`src/rtl/cla_pkg.sv`:
```
package cla_pkg;

  localparam int DEF_BLK_W   = 4;
  localparam int DEF_NUM_BLK = 4;
  localparam int MAX_TERMS   = 64;

  typedef logic [MAX_TERMS-1:0] term_vec_t;

  // Carry into position j, as a fully expanded sum of products.
  function automatic logic sop_carry(input term_vec_t g, input term_vec_t p,
                                     input logic cin, input int j);
    logic acc;
    logic term;
    acc = 1'b0;
    for (int i = 0; i < j; i++) begin
      term = g[i];
      for (int k = i + 1; k < j; k++) term = term & p[k];
      acc = acc | term;
    end
    term = cin;
    for (int k = 0; k < j; k++) term = term & p[k];
    return acc | term;
  endfunction

  // Generate term of a group of n positions.
  function automatic logic group_gen(input term_vec_t g, input term_vec_t p, input int n);
    return sop_carry(g, p, 1'b0, n);
  endfunction

  // Propagate term of a group of n positions.
  function automatic logic group_prop(input term_vec_t p, input int n);
    logic acc;
    acc = 1'b1;
    for (int k = 0; k < n; k++) acc = acc & p[k];
    return acc;
  endfunction

endpackage

```
`src/rtl/cla_bit_cell.sv`:
```
module cla_bit_cell (
  input  logic xb,
  input  logic yb,
  output logic gen,
  output logic prop,
  output logic half
);
  assign gen  = xb & yb;
  assign prop = xb | yb;
  assign half = xb ^ yb;
endmodule

```
`src/rtl/cla_lookahead.sv`:
```
module cla_lookahead #(
  parameter int N = 4
) (
  input  logic [N-1:0] g,
  input  logic [N-1:0] p,
  input  logic         cin,
  output logic [N-1:0] c
);
  import cla_pkg::*;

  assign c[0] = cin;

  for (genvar j = 1; j < N; j++) begin : g_carry
    assign c[j] = sop_carry(term_vec_t'(g), term_vec_t'(p), cin, j);
  end
endmodule

```
`src/rtl/cla_block.sv`:
```
module cla_block #(
  parameter int BLK_W = 4
) (
  input  logic [BLK_W-1:0] x,
  input  logic [BLK_W-1:0] y,
  input  logic             cin,
  output logic [BLK_W-1:0] sum,
  output logic             blk_g,
  output logic             blk_p
);
  import cla_pkg::*;

  logic [BLK_W-1:0] bit_g;
  logic [BLK_W-1:0] bit_p;
  logic [BLK_W-1:0] bit_h;
  logic [BLK_W-1:0] bit_c;

  for (genvar i = 0; i < BLK_W; i++) begin : g_cell
    cla_bit_cell u_cell (
      .xb  (x[i]),
      .yb  (y[i]),
      .gen (bit_g[i]),
      .prop(bit_p[i]),
      .half(bit_h[i])
    );
  end

  cla_lookahead #(.N(BLK_W)) u_la (
    .g  (bit_g),
    .p  (bit_p),
    .cin(cin),
    .c  (bit_c)
  );

  assign blk_g = group_gen(term_vec_t'(bit_g), term_vec_t'(bit_p), BLK_W);
  assign blk_p = group_prop(term_vec_t'(bit_p), BLK_W);
  assign sum   = bit_h ^ bit_c;
endmodule

```
`src/rtl/cla_group_unit.sv`:
```
module cla_group_unit #(
  parameter int NUM_BLK = 4
) (
  input  logic [NUM_BLK-1:0] blk_g,
  input  logic [NUM_BLK-1:0] blk_p,
  input  logic               cin,
  output logic [NUM_BLK:0]   blk_cin
);
  import cla_pkg::*;

  assign blk_cin[0] = cin;

  for (genvar k = 1; k <= NUM_BLK; k++) begin : g_bcarry
    assign blk_cin[k] = sop_carry(term_vec_t'(blk_g), term_vec_t'(blk_p), cin, k);
  end
endmodule

```
`src/rtl/cla_adder16.sv`:
```
module cla_adder16 #(
  parameter int BLK_W   = cla_pkg::DEF_BLK_W,
  parameter int NUM_BLK = cla_pkg::DEF_NUM_BLK
) (
  input  logic [BLK_W*NUM_BLK-1:0] x,
  input  logic [BLK_W*NUM_BLK-1:0] y,
  input  logic                     c_in,
  output logic [BLK_W*NUM_BLK-1:0] sum,
  output logic                     c_out
);
  localparam int WIDTH = BLK_W * NUM_BLK;

  logic [NUM_BLK-1:0] blk_g;
  logic [NUM_BLK-1:0] blk_p;
  // Boundary carries: [0] is the carry-in, [NUM_BLK] the carry-out.
  logic [NUM_BLK:0]   blk_carry;

  for (genvar k = 0; k < NUM_BLK; k++) begin : g_blk
    cla_block #(.BLK_W(BLK_W)) u_blk (
      .x    (x[k*BLK_W +: BLK_W]),
      .y    (y[k*BLK_W +: BLK_W]),
      .cin  (blk_carry[k]),
      .sum  (sum[k*BLK_W +: BLK_W]),
      .blk_g(blk_g[k]),
      .blk_p(blk_p[k])
    );
  end

  cla_group_unit #(.NUM_BLK(NUM_BLK)) u_grp (
    .blk_g  (blk_g),
    .blk_p  (blk_p),
    .cin    (c_in),
    .blk_cin(blk_carry)
  );

  assign c_out = blk_carry[NUM_BLK];

  if (WIDTH > cla_pkg::MAX_TERMS * cla_pkg::MAX_TERMS) begin : g_bad_width
    initial $error("operand width out of supported range");
  end
endmodule

```
`config.mk`:
```
export PLATFORM = sky130hd
export DESIGN_NAME = cla_adder16
export DESIGN_NICKNAME = d
export VERILOG_FILES = /design/src/rtl/cla_pkg.sv /design/src/rtl/cla_bit_cell.sv /design/src/rtl/cla_lookahead.sv /design/src/rtl/cla_block.sv /design/src/rtl/cla_group_unit.sv /design/src/rtl/cla_adder16.sv
export SDC_FILE = /design/constraint.sdc
export NUM_CORES = 1
export LEC_CHECK = 0
export BUFFER_PORTS_ARGS = -buffer_cell sky130_fd_sc_hd__buf_2
export CORE_MARGIN = 2
export CORE_UTILIZATION = 44
export DETAILED_ROUTE_END_ITERATION = 12
export PLACE_DENSITY = 0.81
export SLEW_MARGIN = 30
export SYNTH_ARGS = -nofsm -noshare
export SYNTH_HDL_FRONTEND = slang
export SYNTH_SLANG_ARGS = --single-unit
```
`constraint.sdc`:
```
create_clock -name vclk -period 3.65
set_input_delay 0.73 -clock vclk [all_inputs]
set_output_delay 0.73 -clock vclk [all_outputs]
set_load 0.05 [all_outputs]
```
# Word level (Yosys, flattened, before mapping)
# Cells that the tools add are included.
# totals
input_bits,33
elab_cells,156
ff_bits,0
out_inout_bits,17
# classes
bitwise_logic,156
# ops
op,count
$and 1x1->1,74
$or 1x1->1,62
$xor 1x1->1,16
$xor 4x4->4,4

# Logic depth before layout (Yosys ltp)
# Gate-level depths: netlist of the first run.
# logic_depth
depth_word,17
mapped_depth,9
mapped_depth_nobuf,9

# By module
# From an unflattened synthesis of the first run, not the netlist that was laid out.
# hier_totals
cells_unflattened,142
area_unflattened_um2,1032.2
# by_module_without_submodules
module,seq_area_each_um2,instances,area_per_inst_um2,cells_per_inst
cla_bit_cell,0.0,16,36.3,5
cla_block,0.0,4,62.6,9
cla_lookahead,0.0,4,38.8,5
cla_group_unit,0.0,1,46.3,6

# Worst setup path after synthesis of the first run
# No wires, ideal clock.
# synth_path
path_kind,input to output
start,input port y[7]
end,output port sum[13]
cell_stages,9
t_arrival_ns,3.129
path_buffers,0
required_time_ns,2.920
setup_slack_ns,-0.209
cell_sequence,inv_1 -> ha_1 -> or4_4 -> o21bai_4 -> a21boi_4 -> a311oi_2 -> or2_2 -> fa_1 -> xor2_1
# synth_between
elab_chain_len,12
elab_cells_between_ends,20
cone_classes,20 x bitwise
# synth_lines
element,line_no,text
start: declaration,cla_adder16.sv:6,"input logic [BLK_W*NUM_BLK-1:0] y,"
$or 1x1->1,cla_bit_cell.sv:9,assign prop = xb | yb;
$and 1x1->1,cla_pkg.sv:17,for (int k = i + 1; k < j; k++) term = term & p[k];
$or 1x1->1 (3 in a row),cla_pkg.sv:18,acc = acc | term;
$and 1x1->1,cla_pkg.sv:17,
$or 1x1->1 (2 in a row),cla_pkg.sv:18,
$or 1x1->1 (*),cla_pkg.sv:22,return acc | term;
$and 1x1->1 (*),cla_pkg.sv:21,for (int k = 0; k < j; k++) term = term & p[k];
$or 1x1->1 (*),cla_pkg.sv:22,
$xor 4x4->4 (*),cla_block.sv:37,assign sum = bit_h ^ bit_c;
end: declaration,cla_adder16.sv:8,"output logic [BLK_W*NUM_BLK-1:0] sum,"
# Every way passes the cells marked *; elsewhere a longest branch is shown, timed or not.

# Worst setup path in the final report of the first run
# layout_path
start,input port x[7]
end,output port sum[12]
# layout_between
elab_chain_len,10
elab_cells_between_ends,18
cone_classes,18 x bitwise
# layout_lines
element,line_no,text
start: declaration,cla_adder16.sv:5,"input logic [BLK_W*NUM_BLK-1:0] x,"
$or 1x1->1,cla_bit_cell.sv:9,
$and 1x1->1,cla_pkg.sv:17,
$or 1x1->1 (3 in a row),cla_pkg.sv:18,
$and 1x1->1,cla_pkg.sv:17,
$or 1x1->1 (2 in a row),cla_pkg.sv:18,
$or 1x1->1 (*),cla_pkg.sv:22,
$xor 4x4->4 (*),cla_block.sv:37,
# Marked as above.

==> results.sh, run 1 <==
export IMPL_drt_vias_per_instance=4.80
export IMPL_timing_critical_path_from="x[7]"
export IMPL_cp_max_fo=3
export IMPL_final_core_util_pct=67.9
export IMPL_drive_gt1_share_pct=38.7
export IMPL_hp_start="x[12]"
export IMPL_syn_nets=204
export IMPL_detail_route_antenna_nets=0
export IMPL_finalPower_mw=0.371
export IMPL_worstSetupPathType="in -> out"
export IMPL_clock_buffer_count=0
export IMPL_max_clock_freq_mhz=276
export IMPL_routed_via_count=1052
export IMPL_ir_drop_uv=144
export IMPL_status="complete, no violations"
export IMPL_numPortBuffers=50
export IMPL_die_area_um2=2850
export IMPL_drc=0
export IMPL_min_path_type="in -> out"
export IMPL_leakage_nw=0.878
export IMPL_grt_max_degree=5
export IMPL_die_x_um=53.4
export IMPL_std_cell_rows=17
export IMPL_yosysMostFrequentCell="inv_1"
export IMPL_synth_area_leader_cell="ha_1"
export IMPL_avgSynthCellArea_um2=7.96
export IMPL_maxCapViolations=0
export IMPL_nNetsFinal=262
export IMPL_yosys_area_top_type_share_pct=37.3
export IMPL_synth_cell_types=26
export IMPL_cp_start_kind="primary input"
export IMPL_place_hpwl_mm=2.13
export IMPL_fin_area_um2=1530
export IMPL_gp_congestion=0.796
export IMPL_drtPass1Iterations=4
export IMPL_syn_instance_count=135
export IMPL_period_share_pct=99.1
export IMPL_ys_warnings_count=0
export IMPL_min_period_ns=3.62
export IMPL_grt_pass1_vias=1020
export IMPL_worst_slew_pin_slew_ns=0.526
export IMPL_antenna_cells=0
export IMPL_grt_use_total_pct=16.6
export IMPL_dpl_cell_area_um2=1420
export IMPL_layout_area_overhead_vs_synth_pct=42.5
export IMPL_rsz0062_at_grt="yes"
export IMPL_ioPinCount=50
export IMPL_end_kind="output pin"
export IMPL_synthTopCellsByArea="ha_1 (37%), inv_1 (14%), fa_1 (7.5%), xnor2_1 (4.9%), xor2_1 (4.9%)"
export IMPL_synth_top_cells_by_count="inv_1 (40), ha_1 (32), a21oi_1 (8), nor2_1 (8)"
export IMPL_drt_wl_total_mm=2.35
export IMPL_antenna_found_initial=0
export IMPL_grt_pass1_wl_mm=3.76
export IMPL_die_h_um=53.4
export IMPL_holdPathStages=3
export IMPL_hold_viol=0
export IMPL_overflow=0
export IMPL_slew_headroom_pct=64.5
export IMPL_yosysSeqAreaShare_pct=0
export IMPL_wl_per_cell_um=10.7
export IMPL_netlist_area_um2=1070
export IMPL_p_per_area_nw_per_um2=242
export IMPL_drv_slew=0
export IMPL_min_to="sum[12]"
export IMPL_fin_cells=219
export IMPL_seq_cells=0
export IMPL_drt_iter0_markers=6
export IMPL_required_ns=2.92
export IMPL_fin_hold_ws_ns=1.91
export IMPL_cp_arrival_ns=2.89
export IMPL_regArea_um2=0
export IMPL_core_um2=2250
export IMPL_start_util_pct=47.7
export IMPL_dp_cells=218
export IMPL_setup_viol=0
[metal layers]
metal | vias to the layer above | wire [um] | track usage (%)
met4 | 0 | 0 | 0.855
met2 | 22 | 1360 | 36.0
met3 | 0 | 61 | 0
met5 | - | 0 | 0
met1 | 494 | 921 | 18.1
li1 | 536 | - | -
[worst max-delay path by stage]
stage / depth (start not counted) / slack, ns / to
6_report: 10 / 0.03 / sum[12]
3_5_place_dp: 11 / -0.11 / sum[13]
3_3_place_gp: 10 / -0.03 / sum[12]
5_1_grt: 10 / -0.02 / sum[12]
2_1_floorplan: 9 / 0.03 / sum[13]
4_1_cts: 10 / 0.004 / sum[12]
[stage by stage]
stage | setup TNS (ns) | setup slack (ns)
2_1_floorplan | 0 | 0.0299
3_3_place_gp | -0.0469 | -0.0325
3_5_place_dp | -0.199 | -0.112
4_1_cts | 0 | 0.00387
5_1_grt | -0.0240 | -0.0156
6_report | 0 | 0.0321
[cells by family (layout without fill, tap and decap cells)]
family | count (synthesis) | after routing | share of synthesized area [%]
buffers and inverters | 40 | 96 | 14.0
adders and majority gates | 36 | 36 | 44.7
AOI/OAI and AO/OA | 25 | 25 | 20.8
and+or+nand+nor | 22 | 22 | 10.7
xor gates and xnor gates | 12 | 12 | 9.78
[final cells by class]
type                       count  area, um^2
multi-input combinational     95         986
fill                         211         723
timing repair buffer          56         355
inverter                      40         155
tap                           28        35.0
[power breakdown]
part,switching [mW],internal (mW),total (mW)
clock network,0,0,0
logic,0.245,0.126,0.371
registers,0,0,0
[cells in the final DEF (no fill, tap or decap), types with 2 or more instances in the layout]
cell type / n
a21oi_1: 8
buf_2: 41
buf_4: 7
buf_6: 6
buf_8: 2
fa_1: 4
ha_1: 28
ha_2: 2
ha_4: 2
inv_1: 36
inv_2: 2
inv_4: 2
nand2_1: 2
nand2b_1: 4
nor2_1: 8
nor2b_1: 3
nor3_1: 2
o21bai_1: 5
xnor2_1: 4
xnor2_2: 2
xor2_1: 5
[worst max-delay path, cell delays in order]
cell and delay [ns]:
buf_8 0.08, inv_4 0.03, ha_4 0.14, or4_4 0.54, o21bai_4 0.19, a21boi_4 0.14, a311oi_2 0.29, or2_4 0.17
fa_1 0.41, buf_6 0.17
[what timing repair did]
action	in CTS	in global routing
endpoints found under the hold margin	0	0
gates resized for setup	6	21
setup buffers	1	0
endpoints found under the setup margin	2	3
hold buffers	0	0
gates cloned	0	0
pin swaps	4	7
No activity file was read; power rests on OpenSTA's default activity.
==> run 2, diff against run 1 <==
Settings changed: ABC_AREA set to 1, CORE_MARGIN 2 to 4, PLACE_DENSITY 0.81 to 0.8.
==> run 2 against run 1 <==
Sequential share of layout area is the same. Global-route usage is 4.5 points lower. Count of clock-buffer cells in the layout stayed put. Final cell count rose by 13%. Critical path depth rose by 2. Largest power group unchanged. Synthesized cell count grew 24%. Hold slack gained 0.065 ns. Utilization fell by 10 points. Via count increased by 2.0%. Setup slack gained 0.31 ns. Total power down 10%. Non-clock buffer count is 6 lower.
==> results.sh, run 2 <==
export IMPL_status="complete, no violations"
export IMPL_grt_pass1_vias=1002
export IMPL_grt_pass1_wl_mm=3.59
export IMPL_synth_top_cells_by_count="inv_1 (53), ha_1 (32), nand2_1 (17)"
export IMPL_synth_cell_types=24
export IMPL_routed_via_count=1073
export IMPL_die_x_um=59.1
export IMPL_grt_max_degree=6
export IMPL_ioPinCount=50
export IMPL_start_util_pct=46.3
export IMPL_cp_arrival_ns=2.58
export IMPL_drt_vias_per_instance=4.34
export IMPL_ir_drop_uv=200
export IMPL_min_period_ns=3.31
export IMPL_final_cell_mix="inv_1 (53), buf_2 (50), ha_1 (32)"
export IMPL_syn_instance_count=167
export IMPL_end_kind="output pin"
export IMPL_layout_area_overhead_vs_synth_pct=25.1
export IMPL_cp_slowest_cell="fa_1"
export IMPL_setup_viol=0
export IMPL_mostFrequentLayoutCell="inv_1"
export IMPL_antenna_cells=0
export IMPL_core_um2=2480
export IMPL_max_clock_freq_mhz=302
export IMPL_maxCapViolations=0
export IMPL_drt_iter0_markers=5
export IMPL_avgSynthCellArea_um2=6.87
export IMPL_worstSetupPathType="in -> out"
export IMPL_place_hpwl_mm=1.92
export IMPL_yosys_area_top_type_share_pct=34.9
export IMPL_numPortBuffers=50
export IMPL_wl_per_cell_um=7.99
export IMPL_fin_area_um2=1440
export IMPL_yosysMostFrequentCell="inv_1"
export IMPL_clock_buffer_count=0
export IMPL_overflow=0
export IMPL_antenna_found_initial=0
export IMPL_syn_nets=236
export IMPL_netlist_area_um2=1150
export IMPL_seq_cells=0
export IMPL_nNetsFinal=288
export IMPL_detail_route_antenna_nets=0
export IMPL_drtPass1Iterations=4
export IMPL_layout_setup_ws_ns=0.343
export IMPL_rsz0062_at_grt="no"
export IMPL_dp_slack_ns=0.343
export IMPL_std_cell_rows=18
export IMPL_fillers=274
export IMPL_critical_path_top_delay_family="simple AND/OR/NAND/NOR gates"
export IMPL_fin_hold_ws_ns=1.97
export IMPL_dpl_cell_area_um2=1440
export IMPL_required_ns=2.92
export IMPL_regArea_um2=0
export IMPL_synthTopCellsByArea="ha_1 (35%), inv_1 (17%), fa_1 (7.0%), nand2_1 (5.6%), nand3_1 (5.2%)"
export IMPL_fin_tns_setup_ns=0
export IMPL_slew_headroom_pct=83.1
export IMPL_ys_warnings_count=0
export IMPL_holdBufCountCts=0
export IMPL_period_share_pct=90.6
export IMPL_cts_setup_buffers=0
export IMPL_die_h_um=59.1
export IMPL_drv_slew=0
export IMPL_hold_viol=0
export IMPL_grt_use_total_pct=12.1
export IMPL_min_path_type="in -> out"
export IMPL_p_per_area_nw_per_um2=232
export IMPL_crit_chain="buf_2, inv_1, ha_1, inv_1, nand4_1, nand3_2, nor2_4, nand3_2, and2_2, fa_1, xor2_1, buf_2"
export IMPL_yosysSeqAreaShare_pct=0
export IMPL_die_area_um2=3490
export IMPL_crit_buf_inv=4
export IMPL_drive_gt1_share_pct=31.8
export IMPL_leakage_nw=0.949
export IMPL_max_stage_delay_ns=0.37
export IMPL_cp_start_kind="primary input"
export IMPL_synth_area_leader_cell="ha_1"
export IMPL_ctsResizeCount=0
export IMPL_gp_congestion=0.772
export IMPL_drc=0
export IMPL_cp_max_fo=3
export IMPL_worst_slew_pin_slew_ns=0.256
export IMPL_drt_wl_total_mm=1.97
-- run 2: where the power goes --
| part | switching [mW] | internal [mW] | total [mW] |
|---|---|---|---|
| sequential | 0 | 0 | 0 |
| combinational | 0.236 | 0.0971 | 0.333 |
| clock | 0 | 0 | 0 |
-- run 2: per-stage QoR --
| stage | util, % | power, mW | cells |
|---|---|---|---|
| 6_report | 57.9 | 0.333 | 247 |
| 5_1_grt | 57.9 | 0.365 | 247 |
| 4_1_cts | 57.9 | 0.338 | 247 |
| 3_5_place_dp | 57.9 | 0.337 | 247 |
| 2_1_floorplan | - | 0.266 | 167 |
| 3_3_place_gp | 57.9 | 0.335 | 247 |
-- run 2: kinds of logic after synthesis --
group                      after synthesis  share of synthesized area, %
and+or+nand+nor                         58                          27.7
buffers and inverters                   56                          18.3
AOI/OAI and AO/OA                        8                          4.58
adders and majority gates               36                          41.9
xor gates and xnor gates                 9                          7.53
-- run 2: tightest hold or removal path, delay by kind of cell --
family / cells / cell delay, ns
buffers and inverters: 2 / 0.37
adder cells (fa/ha/maj): 1 / 0.15
-- run 2: cell type report --
class | instances | area [um^2] | area share, %
Multi-Input combinational cell | 111 | 937 | 65.3
Timing Repair Buffer | 50 | 250 | 17.4
Inverter | 56 | 210 | 14.6
Tap cell | 30 | 37.5 | 2.62
-- run 2: final timing paths --
| path | from | end | slack [ns] | cells past startpoint |
|---|---|---|---|---|
| hold / removal | c_in | sum[0] | 1.97 | 3 |
| setup / recovery | y[5] | sum[13] | 0.34 | 12 |
-- run 2: per-layer routing --
metal / vias up / GRT usage (%) / wire length [um]
li1: 590 / - / -
met1: 455 / 14.6 / 838
met2: 28 / 24.8 / 991
met3: 0 / 0.436 / 143
met4: 0 / 0 / 0
met5: - / 0 / 0
